### src/rtl/mem_section_xlate.sv
module mem_section_xlate #(
  parameter int AW = 32,
  parameter int TW = 8,
  parameter int NSEC = 4,
  parameter logic [AW-1:0] RST_BASE0 = '0,
  parameter logic [AW-1:0] RST_MASK0 = '0,
  parameter logic [AW-1:0] RST_PHYS0 = '0
) (
  input  logic               clk,
  input  logic               rst_n,
  input  logic               upd_valid,
  input  logic [NSEC*AW-1:0] upd_base,
  input  logic [NSEC*AW-1:0] upd_mask,
  input  logic [NSEC*AW-1:0] upd_phys,
  input  logic               in_valid,
  output logic               in_ready,
  input  logic [AW-1:0]      in_addr,
  input  logic [TW-1:0]      in_tag,
  output logic               out_valid,
  input  logic               out_ready,
  output logic [AW-1:0]      out_addr,
  output logic [TW-1:0]      out_tag,
  output logic               out_unmapped
);

  localparam int MW = NSEC * AW;
  localparam logic [MW-1:0] BASE_RST = MW'(RST_BASE0);
  localparam logic [MW-1:0] MASK_RST = MW'(RST_MASK0);
  localparam logic [MW-1:0] PHYS_RST = MW'(RST_PHYS0);

  logic [MW-1:0] base_q, mask_q, phys_q;
  logic          any_hit;
  logic [AW-1:0] xl_addr;
  logic          take;

  always_ff @(posedge clk or negedge rst_n) begin
    if (!rst_n) begin
      base_q <= BASE_RST;
      mask_q <= MASK_RST;
      phys_q <= PHYS_RST;
    end else if (upd_valid) begin
      base_q <= upd_base;
      mask_q <= upd_mask;
      phys_q <= upd_phys;
    end
  end

  always_comb begin
    any_hit = 1'b0;
    xl_addr = in_addr;
    for (int i = NSEC - 1; i >= 0; i--) begin
      if (mask_q[i*AW +: AW] != '0 &&
          (in_addr & ~mask_q[i*AW +: AW]) == base_q[i*AW +: AW]) begin
        any_hit = 1'b1;
        xl_addr = (in_addr & mask_q[i*AW +: AW]) | phys_q[i*AW +: AW];
      end
    end
  end

  assign in_ready = out_ready | ~out_valid;
  assign take     = in_valid & in_ready;

  always_ff @(posedge clk or negedge rst_n) begin
    if (!rst_n) begin
      out_valid    <= 1'b0;
      out_addr     <= '0;
      out_tag      <= '0;
      out_unmapped <= 1'b0;
    end else if (take) begin
      out_valid    <= 1'b1;
      out_addr     <= xl_addr;
      out_tag      <= in_tag;
      out_unmapped <= ~any_hit;
    end else if (out_ready) begin
      out_valid    <= 1'b0;
    end
  end

  assert_map_stable_R4: assert property (@(posedge clk) disable iff (!rst_n)
    !upd_valid |=> ($stable(base_q) && $stable(mask_q) && $stable(phys_q)));

  assert_miss_passthru_R5: assert property (@(posedge clk) disable iff (!rst_n)
    (take && !any_hit) |=> (out_unmapped && out_addr == $past(in_addr)));

  assert_accept_tag_R6: assert property (@(posedge clk) disable iff (!rst_n)
    take |=> (out_valid && out_tag == $past(in_tag)));

  assert_hold_R7: assert property (@(posedge clk) disable iff (!rst_n)
    (out_valid && !out_ready) |=> (out_valid && $stable(out_addr) &&
                                   $stable(out_tag) && $stable(out_unmapped)));

  assert_idle_ready_R7: assert property (@(posedge clk) disable iff (!rst_n)
    !out_valid |-> in_ready);

endmodule

### config.mk
export PLATFORM = sky130hd
export DESIGN_NAME = mem_section_xlate
export DESIGN_NICKNAME = d
export VERILOG_FILES = /design/src/rtl/mem_section_xlate.sv
export SDC_FILE = /design/constraint.sdc
export NUM_CORES = 1
export LEC_CHECK = 0
export CAP_MARGIN = 20
export CORE_UTILIZATION = 35
export DETAILED_ROUTE_END_ITERATION = 7
export DONT_BUFFER_PORTS = 1
export MAX_ROUTING_LAYER = met4
export SLEW_MARGIN = 10
export SYNTH_ARGS = -nofsm -noshare
export SYNTH_HDL_FRONTEND = slang
export SYNTH_SLANG_ARGS = --single-unit
### constraint.sdc
create_clock -name clk -period 6.11 [get_ports clk]
set_input_delay 0.9165 -clock clk [delete_from_list [all_inputs] [get_ports clk]]
set_output_delay 0.9165 -clock clk [all_outputs]
set_load 0.02 [all_outputs]
==> impl_metrics.yaml, run 1 <==
status:
  status: "complete, no violations"
routing:
  initialDrtViolationCount: 1190
  via_per_inst: 5.80
  drc: 0
  dr_total_vias: 13900
  wl_per_cell_um: 34.8
  antenna_left: 0
  totalWireLength_um: 83600
  first_pass_iters: 5
timing:
  fin_skew_ps: 15.6
  hold_viol_final: 0
  setup_tns_ps: 0
  tightest_slew_ps: 1430
  period_share_pct: 56.9
  setup_viol: 0
  rsz0062_at_grt: "false"
  fmax_mhz: 288
  slew_headroom_pct: 4.83
  final.min_clock_period_ps: 3470
  report.final.slew_viol_count: 0
placement:
  dpl.hpwl_um: 62800
  port_buffers: 0
  gp_congestion: 0.954
worst_hold_path:
  hp-class: "primary input to async pin"
cts:
  ctsResizeCount: 0
  cts.root.buffer_cell: "clkbuf_16"
  numCtsBuffers: 50
  clock_latency_ps: 590
  cts_buffer_depth: 3
  ctsHoldBuffers: 0
  cts_tree: "done"
  clk_transition_reported_paths_ps: 60
  cts.sinks: 426
  htreeDepth: 2
  cts_setup_buffers: 0
power:
  internal_power_mw: 5.41
  power_density_mw_per_mm2: 325
  total_power_mw: 7.36
  p_leak_nw: 8.71
  p_sw_mw: 1.95
  ir_worst_vdd_v: 0.000228
  seq_power_share_pct: 47.3
  swShare_pct: 26.5
  pwr-share-comb_pct: 10.6
  clockPowerShare_pct: 42.1
critical_path:
  cp_data_arrival_time_ps: 3890
  crit_path_max_fanout: 85
  slowest_stage: "buf_4"
  crit_chain: "nand2b_1, xnor2_1, nor4_1, nand4_1, nor4b_4, buf_4, nand3b_2, o221ai_1"
  rr_startpoint: "mask_q[9]$_DFFE_PN0P_"
  required_ps: 6530
  startpoint_type: "register"
  critPathMaxStageDelay_ps: 690
  worst-setup-path-type: "register to register"
  critPathCaptureType: "register"
  startpoint: "mask_q[9]$_DFFE_PN0P_"
logic_synthesis:
  syn_inst: 1612
  seq_area_frac_synth_pct: 52.8
  ys_types: 41
  synth_area_mm2: 0.0202
  syn-num-nets: 2041
  avgSynthCellArea_um2: 12.5
  yosysWarnings: 0
  ys_ff_latch: 426
global_routing:
  groute.usage.overall_pct: 29.1
  gr-total-overflow: 0
  antenna_found_initial: 28
  grt_max_degree: 427
  grt_pass1_wl_um: 116000
  grt_pass1_vias: 14500
finish:
  layout.nets: 2012
  final_layout_size_suffix_gt1_share_pct: 29.2
  syn_to_final_growth_pct: 12.2
die:
  num_rows: 87
  dieArea_mm2: 0.0586
  die_y_um: 242
  io_pins: 472
  core_mm2: 0.0567
  die_w_um: 242
  initial_utilization_pct: 35.6
run:
  cap_violations: 0
-- registers in the layout, indices dropped and copies added (netlist names) --
| name | cells |
|---|---|
| base_q | 128 |
| mask_q | 128 |
| out_addr | 32 |
| out_tag | 8 |
| phys_q | 128 |
| out_unmapped | 1 |
| out_valid | 1 |
-- final cells by class --
type	instances	area, µm²
diodes	26	65.1
clock buffers	74	1500
clock inverters	17	206
fillers	5365	34100
inverters	18	67.6
multi-input cells	1078	9140
flip-flops and latches	426	10700
well taps	756	946
repair buffers	9	67.6
-- power groups by stage --
stage | combinational [mW] | sequential [mW] | clock, mW
after floorplan | 0.629 | 3.36 | 0
after global placement | 0.770 | 3.52 | 0
after detailed placement | 0.777 | 3.52 | 0
after CTS | 0.782 | 3.47 | 3.17
after global routing | 0.832 | 3.51 | 3.27
final | 0.776 | 3.48 | 3.10
-- Yosys cell counts, drive strengths merged --
master	number	share of area (%)
dfrtp	426	53
mux2	375	21
xnor2	127	5.5
a21oi	96	2.4
clkbuf	81	1.5
nor2b	80	2.5
nand2b	44	1.4
nor4	43	1.4
nor2	41	0.76
nand2	35	0.65
a221o	32	1.6
a22oi	32	1.2
nand4	31	0.96
a221oi	23	1.0
nand4b	23	1.0
o211ai	20	0.74
or4b	19	0.94
inv	18	0.33
o221ai	13	0.56
o21ai	11	0.27
a211oi	9	0.33
a41oi	9	0.39
buf	9	0.27
nor3	4	0.16
or4	3	0.13
nor4b	2	0.12
and2	1	0.031
and3	1	0.031
nand3	1	0.025
nand3b	1	0.056
o31ai	1	0.062
or3	1	0.031
-- routing by layer --
metal | up-vias | GRT usage, % | share of wire, %
met5 | - | - | 0
met1 | 7293 | 35.8 | 41
met3 | 112 | 7.59 | 7.7
met4 | 0 | 9.23 | 2.9
li1 | 5940 | - | -
met2 | 588 | 46.8 | 49
-- stage by stage --
stage	hold slack (ps)	cells	worst slack (ps)	area [µm²]	utilization [%]
floorplan	481	1612	3270	20200	-
global placement	491	2287	2300	20900	36.8
detailed placement	496	2287	2330	20900	36.8
CTS	14.1	2378	2650	22600	39.8
global route	25.6	2401	2480	22600	39.9
finish	56.0	2404	2640	22600	39.9
-- critical path: cells and delay by family (launching register included) --
| family | cells | cell delay, ps |
|---|---|---|
| AOI/OAI and AO/OA | 1 | 190 |
| DFF | 1 | 480 |
| buffers and inverters | 1 | 690 |
| and+or+nand+nor | 5 | 1710 |
| xor gates and xnor gates | 1 | 190 |
-- cell families (layout without fill, tap and decap cells) --
kind of cell           after synthesis  count (layout)  share of synthesized area (%)
multiplexers                       375             375                           20.9
flip-flops                         426             426                           52.8
AO/OA/AOI/OAI                      246             246                           8.52
other                                0              26                              0
XOR/XNOR                           127             127                           5.51
buffers and inverters              108             118                           2.11
AND/OR/NAND/NOR                    330             330                           10.1
-- layout by cell type (no fill, tap or decap), types with 4 or more instances in the layout --
master	instances
o221ai_1	13
xnor2_1	127
clkbuf_8	9
o21ai_0	9
nand2b_1	44
nor2b_1	80
nand2_1	34
bufinv_16	4
a221oi_1	23
or4b_1	19
diode_2	26
a21oi_1	96
clkinv_2	6
a221o_1	32
nor2_1	40
a211oi_1	9
clkbuf_16	53
o211ai_1	20
nand4_1	31
clkinvlp_4	4
clkbuf_1	12
nor4_1	42
buf_4	9
inv_1	17
dfrtp_1	426
nand4b_1	23
mux2_2	375
a22oi_1	32
a41oi_1	9
-- path summary, 6_finish.rpt --
kind / slack [ps] / to / cells past startpoint
worst max register to register: 2640 / out_addr[18]$_DFFE_PN0P_ / 8
max in group asynchronous: 4940 / phys_q[107]$_DFFE_PN0P_ / 0
worst min register to register: 510 / phys_q[50]$_DFFE_PN0P_ / 1
worst min-delay path: 60 / base_q[61]$_DFFE_PN0P_ / 0
min in group clk: 440 / out_tag[0]$_DFFE_PN0P_ / 2
worst max-delay path: 2640 / out_addr[18]$_DFFE_PN0P_ / 8
Note: power is estimated with default switching activity, not from simulation.
==> inputs of run 2 (changes only) <==
==> constraint.sdc (replaced) <==
create_clock -name clk -period 3.6 [get_ports clk]
set_input_delay 0.54 -clock clk [delete_from_list [all_inputs] [get_ports clk]]
set_output_delay 0.54 -clock clk [all_outputs]
set_load 0.02 [all_outputs]
==> run 2 against run 1 <==
The run now ends with negative hold slack left. Worst hold slack got worse by 390 ps. Clock skew rose by 5.5 ps. Utilization rose by 0.41 points. Sequential share of layout area fell by 0.47 points. Cell area rose by 1.0%. Clock power rose by 77%. Global-route usage rose by 0.20 points. Sequential power rose by 70%. Wire length rose by 0.80%. Largest cell class unchanged.
==> impl_metrics.yaml, run 2 (same netlist as run 1, synthesis figures left out) <==
status:
  status: "finished with violations"
  violations: "negative hold slack"
critical_path:
  required_ps: 4060
  crit_path_max_fanout: 65
  startpoint_type: "register"
  cp_data_arrival_time_ps: 3360
  critPathCaptureType: "register"
  worst-setup-path-type: "register to register"
routing:
  wl_met1_um: 33500
  via_per_inst: 5.79
  top_layer_used: "met4"
  wl_per_cell_um: 34.8
  drc: 0
  dr_total_vias: 14000
  first_pass_iters: 6
  initialDrtViolationCount: 1442
  totalWireLength_um: 84300
  antenna_left: 0
  wl_met2_um: 41000
  wl_met3_um: 7050
global_routing:
  groute.usage.overall_pct: 29.3
  antenna_found_initial: 27
  gr-total-overflow: 0
  grt_max_degree: 427
  grt_pass1_wl_um: 117000
  grt_pass1_vias: 14600
timing:
  fin_skew_ps: 21.1
  worst_slack_ps: 701
  rsz0062_at_grt: "false"
  whs_ps: -334
  setup_viol: 0
  setup_tns_ps: 0
  hold_viol_final: 426
  report.final.slew_viol_count: 0
  period_share_pct: 80.5
  tightest_slew_ps: 1420
  fmax_mhz: 345
  slew_headroom_pct: 5.38
  final.min_clock_period_ps: 2900
finish:
  layout.nets: 2030
  syn_to_final_growth_pct: 13.3
  final_common_cell: "dfrtp_1"
  final_layout_size_suffix_gt1_share_pct: 30.4
  fill_cells: 5397
  top_regs: "base_q x128, mask_q x128, phys_q x128"
  layout_common_cells: "dfrtp_1, mux2_2, xnor2_1"
  stdcell_area_mm2: 0.0229
power:
  ir_worst_vdd_v: 0.000351
  pwr-share-comb_pct: 10.6
  p_sw_mw: 3.37
  power_density_mw_per_mm2: 558
  seq_power_share_pct: 46.3
  swShare_pct: 26.4
  internal_power_mw: 9.39
  clockPowerShare_pct: 43.1
  p_leak_nw: 8.87
cts:
  cts_buffer_depth: 3
  clock_latency_ps: 610
  htreeDepth: 2
  cts.sinks: 426
  cts.root.buffer_cell: "clkbuf_16"
  cts_setup_buffers: 0
  ctsResizeCount: 0
  clk_transition_reported_paths_ps: 60
  numCtsBuffers: 50
  cts_tree: "done"
die:
  num_rows: 87
  dieArea_mm2: 0.0586
  io_pins: 472
  die_y_um: 242
  core_mm2: 0.0567
  die_w_um: 242
  initial_utilization_pct: 35.6
placement:
  dpl-instance-area_mm2: 0.0210
  port_buffers: 0
  dpl.hpwl_um: 63400
  pre_cts_ws_ps: 689
  gp_congestion: 0.974
run:
  cap_violations: 0
worst_hold_path:
  hp-class: "primary input to async pin"
==> run 2: changes by cell type in the layout (fill, tap and decap cells not counted) <==
cell        change
buf_4          +17
clkbuf_1        -6
clkinv_2        +4
clkbuf_8        +3
clkinvlp_4      -3
bufinv_16       +2
buf_12          +1
clkinv_4        +1
diode_2         -1
==> run 2: layout make-up <==
class | instances | area [µm²] | area share (%)
flip-flops and latches | 426 | 10700 | 46.6
inverters | 18 | 67.6 | 0.295
clock inverters | 21 | 273 | 1.19
well taps | 756 | 946 | 4.14
multi-input cells | 1078 | 9140 | 39.9
diodes | 25 | 62.6 | 0.273
clock buffers | 71 | 1510 | 6.62
repair buffers | 27 | 215 | 0.941
==> run 2: through the flow <==
step           total power [mW]  hold WS [ps]  util, %  cells
2_1_floorplan              6.77           244        -   1612
3_3_place_gp               7.30           260     37.1   2305
3_5_place_dp               7.33           260     37.1   2305
4_1_cts                    12.9          -375     40.2   2397
5_1_grt                    13.2          -357     40.3   2420
6_report                   12.8          -334     40.3   2422
==> run 2: critical path, stage by stage, from the launching register on <==
cell      delay, ps
dfrtp_1         460
nor4_1          630
nand4_1         220
nor2_1          140
nor3_1           70
nor4b_2         170
buf_12          190
a221oi_1        510
buf_4           220
o221ai_1         90
==> run 2: worst paths after layout <==
kind	slack (ps)	to	start	depth (start not counted)
max in group asynchronous	2820	mask_q[79]$_DFFE_PN0P_	rst_n	0
worst max-delay path	700	out_addr[22]$_DFFE_PN0P_	mask_q[88]$_DFFE_PN0P_	9
min in group clk	40	out_tag[0]$_DFFE_PN0P_	in_tag[0]	2
worst min-delay path	-330	mask_q[48]$_DFFE_PN0P_	rst_n	0
worst min register to register	510	phys_q[21]$_DFFE_PN0P_	phys_q[21]$_DFFE_PN0P_	1
worst max register to register	700	out_addr[22]$_DFFE_PN0P_	mask_q[88]$_DFFE_PN0P_	9
==> run 2: layer usage <==
layer | up-vias | GRT usage [%]
li1 | 5990 | -
met1 | 7278 | 35.0
met2 | 617 | 47.2
met3 | 134 | 9.06
met4 | 0 | 9.29
met5 | - | -
==> run 2: power groups by stage <==
stage	Sequential, mW	Clock, mW	Combinational, mW
floorplan	5.70	0	1.07
global placement	5.97	0	1.32
detailed placement	5.98	0	1.34
CTS	5.90	5.60	1.35
global route	5.96	5.80	1.44
finish	5.91	5.50	1.35
